===== src/rtl/fsw_pkg.sv =====
package fsw_pkg;
  localparam int LEN_W      = 23;
  localparam int APP_WORDS  = 5;
  localparam int APP_IDX_W  = $clog2(APP_WORDS);
  localparam int STAT_OFS   = 12;
  localparam int APP_OFS    = 16;

  typedef enum logic [2:0] {
    S_WAIT, S_LOAD, S_SETTLE, S_CHECK, S_XFER, S_WBSTAT, S_WBAPP, S_ADV
  } walkState_t;

  typedef struct packed {
    logic                 rdEn;
    logic [1:0]           rdIdx;
    logic                 byteWr;
    logic                 statWr;
    logic                 appWr;
    logic [APP_IDX_W-1:0] appIdx;
    logic                 sofMark;
    logic                 eofMark;
    logic                 advance;
    logic                 loadHead;
    logic                 appOpen;
  } walkStrobe_t;
endpackage


===== src/rtl/fsw_ctrl.sv =====
module fsw_ctrl
  import fsw_pkg::*;
(
  input  logic        clk,
  input  logic        rstN,
  input  logic        runEnable,
  input  logic        chanStart,
  input  logic        tailWrite,
  input  logic        sValid,
  input  logic        sLast,
  input  logic        lenReached,
  input  logic        lastSlot,
  input  logic        descOwned,
  input  logic        atTail,
  output walkStrobe_t strb,
  output logic        sReady,
  output logic        appReady,
  output logic        stIdle,
  output logic        stHalted,
  output logic        frameDone
);
  walkState_t state, stateNx;
  logic [1:0] ldCnt;
  logic [APP_IDX_W-1:0] appCnt;
  logic sofQ, eofQ, idleQ, haltQ;
  logic canRun, accept;

  always_comb begin
    canRun        = runEnable && !idleQ && !haltQ;
    sReady        = (state == S_XFER) && runEnable && !lenReached;
    accept        = sReady && sValid;
    strb          = '0;
    strb.rdIdx    = ldCnt;
    strb.appIdx   = appCnt;
    strb.sofMark  = sofQ;
    strb.eofMark  = eofQ;
    strb.appOpen  = (state != S_WBAPP);
    frameDone     = 1'b0;
    stateNx       = state;
    unique case (state)
      S_WAIT: begin
        strb.loadHead = chanStart;
        if (!chanStart && canRun && sValid) stateNx = S_LOAD;
      end
      S_LOAD: begin
        strb.rdEn = 1'b1;
        if (ldCnt == 2'd3) stateNx = S_SETTLE;
      end
      S_SETTLE: stateNx = S_CHECK;
      S_CHECK:  stateNx = descOwned ? S_WAIT : S_XFER;
      S_XFER: begin
        strb.byteWr = accept;
        if (accept && (sLast || lastSlot)) stateNx = S_WBSTAT;
        else if (lenReached)               stateNx = S_WBSTAT;
      end
      S_WBSTAT: begin
        strb.statWr = 1'b1;
        stateNx = eofQ ? S_WBAPP : S_ADV;
      end
      S_WBAPP: begin
        strb.appWr = 1'b1;
        if (appCnt == APP_IDX_W'(APP_WORDS - 1)) stateNx = S_ADV;
      end
      S_ADV: begin
        strb.advance = 1'b1;
        frameDone    = eofQ;
        stateNx      = (atTail || eofQ) ? S_WAIT : S_LOAD;
      end
      default: stateNx = S_WAIT;
    endcase
  end

  always_ff @(posedge clk) begin
    if (!rstN) begin
      state <= S_WAIT;
      ldCnt <= '0;
      appCnt <= '0;
      sofQ <= 1'b1;
      eofQ <= 1'b0;
      idleQ <= 1'b0;
      haltQ <= 1'b1;
    end else begin
      state  <= stateNx;
      ldCnt  <= (state == S_LOAD) ? ldCnt + 2'd1 : 2'd0;
      appCnt <= (state == S_WBAPP) ? appCnt + 1'b1 : '0;
      if (state == S_XFER && accept && sLast) eofQ <= 1'b1;
      if (state == S_ADV) begin
        sofQ <= eofQ;
        eofQ <= 1'b0;
      end
      if (state == S_CHECK && descOwned) haltQ <= 1'b1;
      if (state == S_WAIT && chanStart)  haltQ <= 1'b0;
      if (state == S_ADV && atTail)      idleQ <= 1'b1;
      if ((state == S_WAIT && chanStart) || tailWrite) idleQ <= 1'b0;
    end
  end

  assign appReady = strb.appOpen;
  assign stIdle   = idleQ;
  assign stHalted = haltQ;
endmodule


===== src/rtl/fsw_datapath.sv =====
module fsw_datapath
  import fsw_pkg::*;
#(
  parameter int AW = 32
) (
  input  logic          clk,
  input  logic          rstN,
  input  walkStrobe_t   strb,
  input  logic [AW-1:0] headAddr,
  input  logic          tailWrite,
  input  logic [AW-1:0] tailAddr,
  input  logic [7:0]    sData,
  input  logic          appValid,
  input  logic [31:0]   appData,
  input  logic [31:0]   memRdata,
  output logic          memRd,
  output logic          memWr,
  output logic [AW-1:0] memAddr,
  output logic [3:0]    memBe,
  output logic [31:0]   memWdata,
  output logic          lenReached,
  output logic          lastSlot,
  output logic          descOwned,
  output logic          atTail
);
  logic [AW-1:0] curDesc, tailPtr, nextPtr, bufPtr, byteAddr;
  logic [LEN_W-1:0] descLen, byteCnt;
  logic ownedQ, rdPend;
  logic [1:0] rdIdxQ;
  logic [APP_IDX_W-1:0] appWrIdx;
  logic [31:0] appWords [APP_WORDS];
  logic unusedHighBits;

  assign unusedHighBits = ^memRdata[30:LEN_W];

  always_ff @(posedge clk) begin
    if (!rstN) begin
      curDesc <= '0;
      tailPtr <= '0;
      nextPtr <= '0;
      bufPtr  <= '0;
      descLen <= '0;
      ownedQ  <= 1'b0;
      rdPend  <= 1'b0;
      rdIdxQ  <= '0;
      byteCnt <= '0;
    end else begin
      if (strb.loadHead)     curDesc <= headAddr;
      else if (strb.advance) curDesc <= nextPtr;
      if (tailWrite) tailPtr <= tailAddr;
      rdPend <= strb.rdEn;
      rdIdxQ <= strb.rdIdx;
      if (rdPend) begin
        unique case (rdIdxQ)
          2'd0: nextPtr <= memRdata[AW-1:0];
          2'd1: bufPtr  <= memRdata[AW-1:0];
          2'd2: descLen <= memRdata[LEN_W-1:0];
          default: ownedQ <= memRdata[31];
        endcase
      end
      if (strb.advance)     byteCnt <= '0;
      else if (strb.byteWr) byteCnt <= byteCnt + 1'b1;
    end
  end

  always_ff @(posedge clk) begin
    if (!rstN) appWrIdx <= '0;
    else if (appValid && strb.appOpen)
      appWrIdx <= (appWrIdx == APP_IDX_W'(APP_WORDS - 1)) ? '0 : appWrIdx + 1'b1;
  end

  for (genvar g = 0; g < APP_WORDS; g++) begin : gAppSlot
    logic [31:0] slotQ;
    always_ff @(posedge clk) begin
      if (!rstN) slotQ <= '0;
      else if (appValid && strb.appOpen && appWrIdx == APP_IDX_W'(g)) slotQ <= appData;
    end
    assign appWords[g] = slotQ;
  end

  always_comb begin
    byteAddr = bufPtr + AW'(byteCnt);
    memRd    = strb.rdEn;
    memWr    = strb.byteWr | strb.statWr | strb.appWr;
    memAddr  = curDesc + AW'({strb.rdIdx, 2'b00});
    memBe    = 4'hF;
    memWdata = '0;
    if (strb.byteWr) begin
      memAddr  = byteAddr;
      memBe    = 4'b0001 << byteAddr[1:0];
      memWdata = {4{sData}};
    end else if (strb.statWr) begin
      memAddr  = curDesc + AW'(STAT_OFS);
      memWdata = {1'b1, 3'b000, strb.sofMark, strb.eofMark, 3'b000, byteCnt};
    end else if (strb.appWr) begin
      memAddr  = curDesc + AW'(APP_OFS) + AW'({strb.appIdx, 2'b00});
      memWdata = appWords[strb.appIdx];
    end
  end

  assign lenReached = (byteCnt == descLen);
  assign lastSlot   = ({1'b0, byteCnt} + 1'b1) == {1'b0, descLen};
  assign descOwned  = ownedQ;
  assign atTail     = (curDesc == tailPtr);
endmodule


===== src/rtl/frame_scatter_walker.sv =====
module frame_scatter_walker
  import fsw_pkg::*;
#(
  parameter int AW = 32
) (
  input  logic          clk,
  input  logic          rstN,
  input  logic          runEnable,
  input  logic          chanStart,
  input  logic [AW-1:0] headAddr,
  input  logic          tailWrite,
  input  logic [AW-1:0] tailAddr,
  input  logic          sValid,
  input  logic [7:0]    sData,
  input  logic          sLast,
  output logic          sReady,
  input  logic          appValid,
  input  logic [31:0]   appData,
  output logic          appReady,
  output logic          memRd,
  output logic          memWr,
  output logic [AW-1:0] memAddr,
  output logic [3:0]    memBe,
  output logic [31:0]   memWdata,
  input  logic [31:0]   memRdata,
  output logic          stIdle,
  output logic          stHalted,
  output logic          frameDone
);
  walkStrobe_t strb;
  logic lenReached, lastSlot, descOwned, atTail;

  fsw_ctrl uCtrl (
    .clk(clk), .rstN(rstN), .runEnable(runEnable), .chanStart(chanStart),
    .tailWrite(tailWrite), .sValid(sValid), .sLast(sLast),
    .lenReached(lenReached), .lastSlot(lastSlot), .descOwned(descOwned),
    .atTail(atTail), .strb(strb), .sReady(sReady), .appReady(appReady),
    .stIdle(stIdle), .stHalted(stHalted), .frameDone(frameDone)
  );

  fsw_datapath #(.AW(AW)) uData (
    .clk(clk), .rstN(rstN), .strb(strb), .headAddr(headAddr),
    .tailWrite(tailWrite), .tailAddr(tailAddr), .sData(sData),
    .appValid(appValid), .appData(appData), .memRdata(memRdata),
    .memRd(memRd), .memWr(memWr), .memAddr(memAddr), .memBe(memBe),
    .memWdata(memWdata), .lenReached(lenReached), .lastSlot(lastSlot),
    .descOwned(descOwned), .atTail(atTail)
  );
endmodule


===== config.mk =====
export PLATFORM = sky130hd
export DESIGN_NAME = frame_scatter_walker
export DESIGN_NICKNAME = d
export VERILOG_FILES = /design/src/rtl/fsw_pkg.sv /design/src/rtl/fsw_ctrl.sv /design/src/rtl/fsw_datapath.sv /design/src/rtl/frame_scatter_walker.sv
export SDC_FILE = /design/constraint.sdc
export NUM_CORES = 1
export LEC_CHECK = 0
export BUFFER_PORTS_ARGS = -buffer_cell sky130_fd_sc_hd__buf_4
export CORE_ASPECT_RATIO = 1.2
export CORE_UTILIZATION = 31
export DETAILED_ROUTE_END_ITERATION = 8
export SETUP_SLACK_MARGIN = 0.2
export SLEW_MARGIN = 20
export SYNTH_ARGS = -nofsm -noshare
export SYNTH_HDL_FRONTEND = slang
export SYNTH_SLANG_ARGS = --single-unit

===== constraint.sdc =====
create_clock -name clk -period 9.3 [get_ports clk]
set_input_delay 0.93 -clock clk [delete_from_list [all_inputs] [get_ports clk]]
set_output_delay 0.93 -clock clk [all_outputs]
set_load 0.05 [all_outputs]

==> flow_metrics.env, run 1 <==
export IMPL_status="complete, no violations"
export IMPL_antenna_found_initial=2
export IMPL_synth_area_per_cell_sq_um=7.64
export IMPL_ir_drop_mv=0.120
export IMPL_postLayoutCoreUtil_pct=37.3
export IMPL_synth_top_flop_cell="dfxtp_1"
export IMPL_min_period_over_period_pct=57.0
export IMPL_yosysMostFrequentCell="nand2_1"
export IMPL_cts_sinks=353
export IMPL_clock_latency_ps=590
export IMPL_synth_edf_count=0
export IMPL_gp_congestion=0.972
export IMPL_dp_cells=3324
export IMPL_netlist_area_sq_um=18900
export IMPL_drive_gt1_share_pct=13.6
export IMPL_area_growth_pct=18.2
export IMPL_p_total_w=0.00412
export IMPL_grt_max_degree=145
export IMPL_grt_usage_pct=22.5
export IMPL_dr_pass1_iters=5
export IMPL_tns_ps=0
export IMPL_finClkSkew_ps=39.4
export IMPL_ios=219
export IMPL_cpPeakStageDelay_ps=570
export IMPL_setup_viol=0
export IMPL_nFillCells=6350
export IMPL_ys_async_sr_fraction_pct=0
export IMPL_end_kind="primary output"
export IMPL_cp_arrival_ps=4370
export IMPL_hp_class="register to register"
export IMPL_setup_ws_ps=4000
export IMPL_post_cts_buffers=0
export IMPL_drt_iter0_drc=1556
export IMPL_grt_overflow_total=0
export IMPL_die_w_um=227
export IMPL_path_cells="buf_4 -> ha_1 -> ha_1 -> fa_1 -> a21o_1 -> a21o_1 -> a21oi_1 -> and4b_1 -> xor2_1 -> nor2_1 -> nor3_1 -> buf_4"
export IMPL_slowest_stage="a21oi_1"
export IMPL_netlist_area_leader_share_pct=37.5
export IMPL_yosysSeqAreaShare_pct=37.5
export IMPL_clock_path_buffers=3
export IMPL_ctsResizeCount=0
export IMPL_maxCapViolations=0
export IMPL_place_ws_ps=4650
export IMPL_drt_total_wl_um=71300
export IMPL_slew_headroom_pct=32.4
export IMPL_row_count=98
export IMPL_synth_area_leaders="dfxtp_1 (37%), nand2_1 (12%), a21oi_1 (8.9%)"
export IMPL_yosysTopAreaCell="dfxtp_1"
export IMPL_viasPerCell=5.42
export IMPL_grt_pass1_wl_um=107000
export IMPL_synthTopCellsByCount="nand2_1 (617), dfxtp_1 (353), a21oi_1 (336)"
export IMPL_cp_top_family="adder cells"
export IMPL_critical_path_class="register to primary output"
export IMPL_place_hpwl_um=51200
export IMPL_ant_nets=0
export IMPL_finalNetCount=2759
export IMPL_numCtsBuffers=41
export IMPL_drcViolationCount=0
export IMPL_core_sq_um=59800
export IMPL_die_h_um=272
export IMPL_rsz0062_at_grt="no"
export IMPL_cp_max_fo=37
export IMPL_cts_htree_levels=2
export IMPL_grt_pass1_vias=17691
export IMPL_path_buf_inv=2
export IMPL_cp_start_kind="register"
export IMPL_instances_no_fill=3397
export IMPL_synthCells=2469
export IMPL_initial_core_util_pct=31.5
export IMPL_cts_root_buffer="clkbuf_16"
export IMPL_timing_hold_violations_final=0
export IMPL_cts_tree="yes"
export IMPL_io_buffers=218
export IMPL_design_die_area_sq_um=61800
export IMPL_cts_clk_slew_worst_paths_ps=60
export IMPL_p_per_area_nw_per_um2=185
export IMPL_antenna_cells=0
export IMPL_slew_viol_final=0
export IMPL_yosysWarnings=0
export IMPL_ys_ff_latch=353
export IMPL_tightest_slew_ps=1010
export IMPL_p_leak_nw=8.39
export IMPL_yosysUniqueCellTypes=83
export IMPL_ctsHoldBuffers=0
export IMPL_period_minus_slack_ps=5300
export IMPL_crit_required_ps=8370
export IMPL_vias=18403
export IMPL_synth_fp_nets=2661
export IMPL_wire_per_inst_um=21.0
export IMPL_max_freq_mhz=189
## through the flow
| step | instance area [sq um] | hold WS (ps) |
|---|---|---|
| after global routing | 22300 | 470 |
| after global placement | 21000 | 439 |
| after CTS | 22300 | 454 |
| after detailed placement | 21000 | 446 |
| after floorplan | 18900 | 432 |
| final | 22300 | 452 |
## sequential cells by signal, summed over array words and instances, names as in the netlist
name,flops
uData.appWrIdx,3
uData.rdPend,1
uData.byteCnt,23
uCtrl.eofQ,1
uData.gAppSlot.slotQ,160
uData.descLen,23
uCtrl.ldCnt,2
uData.tailPtr,32
uCtrl.stHalted,1
uData.bufPtr,32
uCtrl.state,3
uData.descOwned,1
uData.nextPtr,32
uCtrl.sofQ,1
uCtrl.stIdle,1
uData.curDesc,32
uData.rdIdxQ,2
uCtrl.appCnt,3
## cells in the final DEF (no fill, tap or decap), types with 15 or more instances in the layout
cell	synthesis	routed
a21oi_1	336	336
a221oi_1	26	26
a311oi_1	36	36
a31oi_1	15	15
and3_1	24	23
buf_4	6	239
clkbuf_16	0	41
dfxtp_1	353	350
ha_1	45	45
inv_1	36	36
mux2i_1	96	96
nand2_1	617	616
nand3_1	66	64
nand4_1	28	28
nor2_1	189	187
nor3_1	19	19
nor4_1	19	19
o21ai_0	48	48
o22ai_1	27	27
xnor2_1	44	44
xor2_1	84	84
## worst min-delay path, cell delays in order, from the launching register on
cell and delay [ps]:
dfxtp_1 310, nand2_1 50, a21oi_1 50
## layer usage
metal  GRT usage (%)  share of wire [%]
met1            28.4                 41
met2            38.3                 49
met3            3.84                6.8
met4            7.44                3.2
met5               0              0.031
## final timing paths
check	from	to	slack (ps)	cells past startpoint
setup / recovery	uCtrl.appCnt[1]	memAddr[11]	4000	12
hold / removal	uData.gAppSlot[1].slotQ[11]	uData.gAppSlot[1].slotQ[11]	450	2
setup reg to reg	uData.byteCnt[1]	uCtrl.state[0]	5970	8
hold reg to reg	uData.gAppSlot[1].slotQ[11]	uData.gAppSlot[1].slotQ[11]	450	2
## logic make-up (layout without fill, tap and decap cells)
family / after synthesis / after routing / share of synthesized area, %
fa+ha+maj: 48 / 48 / 3.30
xor+xnor: 129 / 129 / 6.03
flops: 353 / 353 / 37.5
mux: 103 / 103 / 5.87
buf+inv: 223 / 351 / 4.78
compound gates: 568 / 568 / 18.1
simple gates: 1045 / 1045 / 24.4
## area by class of cell
type / instances / area, sq um / area share, %
clock inverter: 19 / 215 / 0.965
tap: 800 / 1000 / 4.49
inverter: 38 / 150 / 0.673
multi-input combinational: 1893 / 10900 / 49.1
clock buffer: 54 / 1110 / 5.00
timing repair buffer: 240 / 1810 / 8.10
sequential: 353 / 7070 / 31.7
## power breakdown
part           total [W]  switching [W]  internal (W)
clock network    0.00160       0.000692      0.000912
registers        0.00172       0.000119       0.00161
logic           0.000795       0.000525      0.000270
No activity file was read; power rests on OpenSTA's default activity.
==> run 2: changes to the inputs <==
--- a/config.mk
+++ b/config.mk
@@ -5,6 +5,7 @@
 export SDC_FILE = /design/constraint.sdc
 export NUM_CORES = 1
 export LEC_CHECK = 0
+export ABC_AREA = 1
 export BUFFER_PORTS_ARGS = -buffer_cell sky130_fd_sc_hd__buf_4
 export CORE_ASPECT_RATIO = 1.2
 export CORE_UTILIZATION = 31
==> constraint.sdc (replaced) <==
create_clock -name clk -period 4.8 [get_ports clk]
set_input_delay 0.48 -clock clk [delete_from_list [all_inputs] [get_ports clk]]
set_output_delay 0.48 -clock clk [all_outputs]
set_load 0.05 [all_outputs]
==> run 2 against run 1 <==
Design area is essentially flat. Non-clock buffer count grew 9. Routed wire length grew 0.40%. Total power grew 100%. Combinational power grew 120%. Final cell count grew 8.9%. Clock power grew 99%. Critical path depth shrank 1. Die area shrank 0.73%. Register-to-register slack lost 4200 ps. Highest routed layer unchanged.
==> flow_metrics.env, run 2 <==
export IMPL_status="complete, no violations"
export IMPL_p_per_area_nw_per_um2=375
export IMPL_drt_total_wl_um=71600
export IMPL_holdPathStages=3
export IMPL_min_period_over_period_pct=87.0
export IMPL_gp_congestion=0.973
export IMPL_ir_drop_mv=0.259
export IMPL_tns_ps=0
export IMPL_ys_async_sr_fraction_pct=0
export IMPL_netlist_area_sq_um=18700
export IMPL_clock_path_buffers=3
export IMPL_r2r_end="uData.gAppSlot[1].slotQ[14]"
export IMPL_drcViolationCount=0
export IMPL_grt_overflow_total=0
export IMPL_synth_edf_count=0
export IMPL_hold_end="uData.tailPtr[0]"
export IMPL_synth_area_per_cell_sq_um=6.83
export IMPL_timing_hold_violations_final=0
export IMPL_cts_root_buffer="clkbuf_16"
export IMPL_grt_usage_pct=22.8
export IMPL_synthTopCellsByCount="nor2_1 (521), nand2_1 (412), o21ai_0 (399)"
export IMPL_netlist_area_leader_share_pct=37.7
export IMPL_setup_ws_ps=623
export IMPL_setup_viol=0
export IMPL_place_hpwl_um=52300
export IMPL_slew_viol_final=0
export IMPL_ctsResizeCount=0
export IMPL_worst_hold_slack_ps=124
export IMPL_area_growth_pct=19.2
export IMPL_ff2ff_setup_slack_ps=1730
export IMPL_synth_fp_nets=2932
export IMPL_place_ws_ps=1270
export IMPL_grt_pass1_wl_um=107000
export IMPL_slowest_stage="dfxtp_1"
export IMPL_rr_worst_depth=11
export IMPL_layout_commonest_cell="nor2_1"
export IMPL_cp_start_kind="register"
export IMPL_ys_ff_latch=353
export IMPL_yosysSeqAreaShare_pct=37.7
export IMPL_grt_pass1_vias=17614
export IMPL_hp_class="primary input to register"
export IMPL_yosysMostFrequentCell="nor2_1"
export IMPL_vias=19015
export IMPL_cpPeakStageDelay_ps=590
export IMPL_register_area_sq_um=7070
export IMPL_min_from="tailAddr[0]"
export IMPL_grt_max_degree=107
export IMPL_drt_iter0_drc=1812
export IMPL_multiInputGateArea_sq_um=10300
export IMPL_rsz0062_at_grt="no"
export IMPL_ant_nets=0
export IMPL_numCtsBuffers=41
export IMPL_yosysTopAreaCell="dfxtp_1"
export IMPL_core_sq_um=59600
export IMPL_die_w_um=226
export IMPL_p_leak_nw=9.10
export IMPL_cts_htree_levels=2
export IMPL_slew_headroom_pct=29.1
export IMPL_io_buffers=218
export IMPL_period_minus_slack_ps=4180
export IMPL_maxCapViolations=0
export IMPL_synth_area_leaders="dfxtp_1 (38%), o21ai_0 (11%), nor2_1 (10%)"
export IMPL_cp_max_fo=40
export IMPL_die_h_um=271
export IMPL_yosysWarnings=0
export IMPL_critical_path_class="register to primary output"
export IMPL_antenna_found_initial=2
export IMPL_synth_top_flop_cell="dfxtp_1"
export IMPL_regMostFlops="uData.gAppSlot.slotQ"
export IMPL_cts_sinks=353
export IMPL_layout_common_cells="nor2_1 (519), nand2_1 (410), o21ai_0 (399), dfxtp_1 (352), buf_4 (248)"
export IMPL_nFillCells=6529
export IMPL_crit_required_ps=4320
export IMPL_ctsHoldBuffers=0
export IMPL_post_cts_buffers=0
export IMPL_rr_startpoint="uCtrl.state[0]"
export IMPL_cp_arrival_ps=3700
export IMPL_largest_reg_flops=160
export IMPL_viasPerCell=5.14
export IMPL_design_die_area_sq_um=61400
export IMPL_drive_gt1_share_pct=12.8
export IMPL_yosysUniqueCellTypes=54
export IMPL_max_freq_mhz=239
export IMPL_finClkSkew_ps=26.6
export IMPL_row_count=98
export IMPL_ios=219
export IMPL_wire_per_inst_um=19.3
export IMPL_path_cells="xor2_1 -> nor2_1 -> nand2_1 -> nor2_1 -> nand3_2 -> nand3_4 -> inv_2 -> buf_4 -> nand2_1 -> o21ai_0 -> buf_4"
export IMPL_synthCells=2740
export IMPL_clock_latency_ps=580
export IMPL_dr_pass1_iters=5
export IMPL_cts_tree="yes"
export IMPL_end_kind="primary output"
export IMPL_finalNetCount=3062
export IMPL_tightest_slew_ps=1060
export IMPL_initial_core_util_pct=31.4
export IMPL_cts_clk_slew_worst_paths_ps=60
## run 2: how the worst max path moves through the flow
| stage | startpoint | endpoint | slack [ps] | depth (start not counted) |
|---|---|---|---|---|
| floorplan | uCtrl.appCnt[2] | memAddr[9] | 1050 | 13 |
| global placement | uData.byteCnt[22] | memWdata[0] | 1340 | 9 |
| detailed placement | uData.byteCnt[12] | memAddr[20] | 1270 | 11 |
| CTS | uData.byteCnt[12] | memAddr[20] | 660 | 11 |
| global route | uData.byteCnt[15] | memAddr[23] | 410 | 11 |
| finish | uData.byteCnt[12] | memAddr[20] | 620 | 11 |
## run 2: stage by stage
stage	utilization [%]	cell area (sq um)	instances	power, W
floorplan	-	18700	2740	0.00455
global placement	35.2	21000	3627	0.00521
detailed placement	35.2	21000	3627	0.00522
CTS	37.4	22300	3700	0.00839
global route	37.4	22300	3701	0.00872
finish	37.4	22300	3701	0.00836
## run 2: area by class of cell
type | count | share of cell area, %
clock buffer | 58 | 5.29
tap | 800 | 4.49
multi-input combinational | 2022 | 46.0
clock inverter | 15 | 0.763
timing repair buffer | 249 | 8.40
inverter | 203 | 3.42
antenna | 1 | 0.0112
sequential | 353 | 31.7
## run 2: report_power, final
group          total [W]  switching [W]  internal, W
combinational    0.00175        0.00118     0.000574
sequential       0.00342       0.000239      0.00318
clock            0.00319        0.00135      0.00183
## run 2: cell families after synthesis
logic type,Yosys count,synth area share (%)
buf+inv,365,7.66
xor+xnor,91,4.26
fa+ha+maj,48,3.33
simple gates,1127,24.9
flops,353,37.7
compound gates,756,22.2
## run 2: critical path: cells and delay by family (launching register included)
kind                      cells  cell delay [ps]
and+or+nand+nor               6              790
DFF                           1              590
buffers and inverters         3             1110
xor gates and xnor gates      1              270
AOI/OAI and AO/OA             1              340
## run 2: metal layers
layer / share of wire, % / routed length [um] / up-vias / track usage (%)
li1: - / - / 9356 / -
met1: 42 / 30400 / 8785 / 30.0
met2: 46 / 33100 / 722 / 36.9
met3: 7.0 / 5030 / 150 / 3.38
met4: 4.2 / 2990 / 2 / 9.33
met5: 0.018 / 13 / - / 0
==> run 3: changes to the inputs <==
--- a/config.mk
+++ b/config.mk
@@ -5,7 +5,6 @@
 export SDC_FILE = /design/constraint.sdc
 export NUM_CORES = 1
 export LEC_CHECK = 0
-export ABC_AREA = 1
 export BUFFER_PORTS_ARGS = -buffer_cell sky130_fd_sc_hd__buf_4
 export CORE_ASPECT_RATIO = 1.2
 export CORE_UTILIZATION = 31
@@ -14,4 +13,5 @@
 export SLEW_MARGIN = 20
 export SYNTH_ARGS = -nofsm -noshare
 export SYNTH_HDL_FRONTEND = slang
+export SYNTH_HIERARCHICAL = 1
 export SYNTH_SLANG_ARGS = --single-unit
==> run 3 against run 2 <==
Synthesized cell count down 15%. Global-route usage down 1.7 points. Combinational power down 63%. Clock power up 6%. Hold slack better by 35 ps. Core utilization up 0.061 points. Flip-flop and latch count unchanged. Sequential share of layout area down 0.80 points. Final cell count down 11%. Clock-buffer cell count down 2. Critical path depth unchanged. Largest cell class unchanged.
==> flow_metrics.env, run 3 <==
export IMPL_status="complete, no violations"
export IMPL_grt_busiest_layer="met2"
export IMPL_cpPeakStageDelay_ps=580
export IMPL_grt_overflow_total=0
export IMPL_p_leak_nw=8.57
export IMPL_tightest_slew_ps=1040
export IMPL_netlist_area_leader_share_pct=36.8
export IMPL_dp_cells=3212
export IMPL_cts_clk_slew_worst_paths_ps=60
export IMPL_grt_pass1_vias=16752
export IMPL_worst_hold_slack_ps=160
export IMPL_maxCapViolations=0
export IMPL_drcViolationCount=0
export IMPL_p_switching_w=0.00178
export IMPL_critical_path_class="register to primary output"
export IMPL_grt_pass1_wl_um=102000
export IMPL_drt_iter0_drc=1454
export IMPL_grt_usage_pct=21.1
export IMPL_drt_total_wl_um=68300
export IMPL_postLayoutCoreUtil_pct=37.5
export IMPL_drive_gt1_share_pct=16.0
export IMPL_numCtsBuffers=41
export IMPL_cp_arrival_ps=3870
export IMPL_gp_congestion=0.939
export IMPL_yosysUniqueCellTypes=85
export IMPL_yosysTopAreaCell="dfxtp_1"
export IMPL_layout_commonest_cell="nand2_1"
export IMPL_min_period_over_period_pct=90.6
export IMPL_grt_use_met3_pct=2.86
export IMPL_grt_max_degree=165
export IMPL_viasPerCell=5.21
export IMPL_synth_top_flop_cell="dfxtp_1"
export IMPL_hp_class="primary input to register"
export IMPL_met2_usage_pct=37.3
export IMPL_ir_drop_mv=0.223
export IMPL_cp_start_kind="register"
export IMPL_cts_sinks=353
export IMPL_cts_tree="yes"
export IMPL_setup_viol=0
export IMPL_slew_viol_final=0
export IMPL_initial_core_util_pct=31.5
export IMPL_die_h_um=275
export IMPL_rsz0062_at_grt="no"
export IMPL_synth_area_leaders="dfxtp_1 (37%), nand2_1 (12%), a21boi_0 (9.7%)"
export IMPL_max_freq_mhz=230
export IMPL_tns_ps=0
export IMPL_slew_headroom_pct=30.4
export IMPL_yosysWarnings=6
export IMPL_internal_power_w=0.00535
export IMPL_largest_reg_flops=160
export IMPL_layout_common_cells="nand2_1 (606), dfxtp_1 (350), a21boi_0 (247), buf_4 (238), nor2_1 (111)"
export IMPL_path_cells="inv_1 -> ha_1 -> fa_1 -> nor2b_1 -> o2111ai_1 -> a311oi_2 -> nand4_1 -> xnor2_1 -> o32ai_1 -> nor3_1 -> buf_4"
export IMPL_p_clk_share_pct=47.6
export IMPL_cts_htree_levels=2
export IMPL_holdPathStages=3
export IMPL_rr_worst_depth=10
export IMPL_synthCells=2342
export IMPL_cp_max_fo=7
export IMPL_clock_path_buffers=3
export IMPL_synth_area_per_cell_sq_um=8.20
export IMPL_ant_nets=0
export IMPL_regMostFlops="uData/gAppSlot.slotQ"
export IMPL_place_hpwl_um=49400
export IMPL_row_count=99
export IMPL_finClkSkew_ps=36.8
export IMPL_swShare_pct=24.9
export IMPL_antenna_cells=0
export IMPL_grt_use_met1_pct=26.2
export IMPL_dr_pass1_iters=5
export IMPL_die_w_um=229
export IMPL_yosysSeqAreaShare_pct=36.8
export IMPL_synthTopCellsByCount="nand2_1 (609), dfxtp_1 (353), a21boi_0 (247)"
export IMPL_slowest_stage="a311oi_2"
export IMPL_place_ws_ps=703
export IMPL_cts_root_buffer="clkbuf_16"
export IMPL_period_minus_slack_ps=4350
export IMPL_core_sq_um=61100
export IMPL_setup_ws_ps=452
export IMPL_vias=17127
export IMPL_multiInputGateArea_sq_um=11400
export IMPL_ys_ff_latch=353
export IMPL_synth_fp_nets=2530
export IMPL_p_comb_share_pct=9.0
export IMPL_end_kind="primary output"
export IMPL_ctsHoldBuffers=0
export IMPL_timing_hold_violations_final=0
export IMPL_instances_no_fill=3286
export IMPL_ys_async_sr_fraction_pct=0
export IMPL_ios=219
export IMPL_p_per_area_nw_per_um2=311
export IMPL_antenna_found_initial=0
export IMPL_p_seq_share_pct=43.4
export IMPL_clock_latency_ps=590
export IMPL_area_growth_pct=19.2
export IMPL_synth_edf_count=0
export IMPL_crit_required_ps=4320
export IMPL_yosysMostFrequentCell="nand2_1"
export IMPL_io_buffers=218
export IMPL_finalNetCount=2635
export IMPL_register_area_sq_um=7070
export IMPL_design_die_area_sq_um=63000
export IMPL_nFillCells=6272
export IMPL_netlist_area_sq_um=19200
export IMPL_wire_per_inst_um=20.8
==> run 3: cell count changes after synthesis, moves of 157 or more <==
cell      before  now
a21oi_1      217   44
nand2_1      412  609
a21boi_0       0  247
o21ai_0      399   72
inv_1        191   34
nor2_1       521  113
==> run 3: logic make-up (layout without fill, tap and decap cells) <==
logic type	after synthesis	in the layout	share of synthesized area [%]
flip-flops	353	353	36.8
AO/OA/AOI/OAI	506	506	18.9
multiplexers	108	108	7.72
AND/OR/NAND/NOR	978	978	22.9
XOR/XNOR	138	138	6.29
buffers and inverters	215	351	4.48
adder cells (fa/ha/maj)	44	44	2.98
==> run 3: path summary, 6_finish.rpt <==
kind	start	to	slack [ps]
max	uData/curDesc[4]	memAddr[31]	450
min	tailAddr[30]	uData/tailPtr[30]	160
max reg2reg	uData/byteCnt[1]	uCtrl/state[0]	1050
min reg2reg	uData/gAppSlot[0].slotQ[27]	uData/gAppSlot[0].slotQ[27]	460
==> run 3: per-layer routing <==
| metal | vias to the layer above | part of all wire (%) |
|---|---|---|
| met5 | - | 0 |
| met4 | 0 | 2.9 |
| met3 | 101 | 5.3 |
| met2 | 501 | 50 |
| met1 | 8316 | 42 |
| li1 | 8209 | - |
==> run 3: worst max-delay path, delay by kind of cell (launching register included) <==
kind,cells,cell delay [ps]
xor gates and xnor gates,1,270
adders and majority gates,2,820
AOI/OAI and AO/OA,3,900
and+or+nand+nor,3,510
buffers and inverters,2,330
DFF,1,460
==> run 3: area by class of cell <==
cell class              instances  share of cell area [%]
flip-flops and latches        353                    30.9
inverters                      36                   0.590
clock inverters                18                    1.31
well taps                     808                    4.41
repair buffers                241                    8.03
multi-input cells            1774                    49.6
clock buffers                  56                    5.16
==> run 3: through the flow <==
step | power (W) | area (sq um)
6_report | 0.00712 | 22900
2_1_floorplan | 0.00350 | 19200
5_1_grt | 0.00736 | 22900
3_5_place_dp | 0.00379 | 21400
4_1_cts | 0.00718 | 22900
3_3_place_gp | 0.00378 | 21400
==> run 3: repair_timing <==
action	4_1_cts	5_1_grt
setup buffers	0	0
gates resized for setup	4	6
setup endpoints to repair	4	6
hold endpoints to repair	0	0
pin swaps	0	0
==> run 3: power by group through the flow <==
stage | Combinational [W] | Clock, W | Sequential (W)
4_1_cts | 0.000640 | 0.00345 | 0.00309
3_5_place_dp | 0.000638 | 0 | 0.00316
6_report | 0.000641 | 0.00339 | 0.00309
2_1_floorplan | 0.000382 | 0 | 0.00312
3_3_place_gp | 0.000626 | 0 | 0.00315
5_1_grt | 0.000691 | 0.00357 | 0.00310
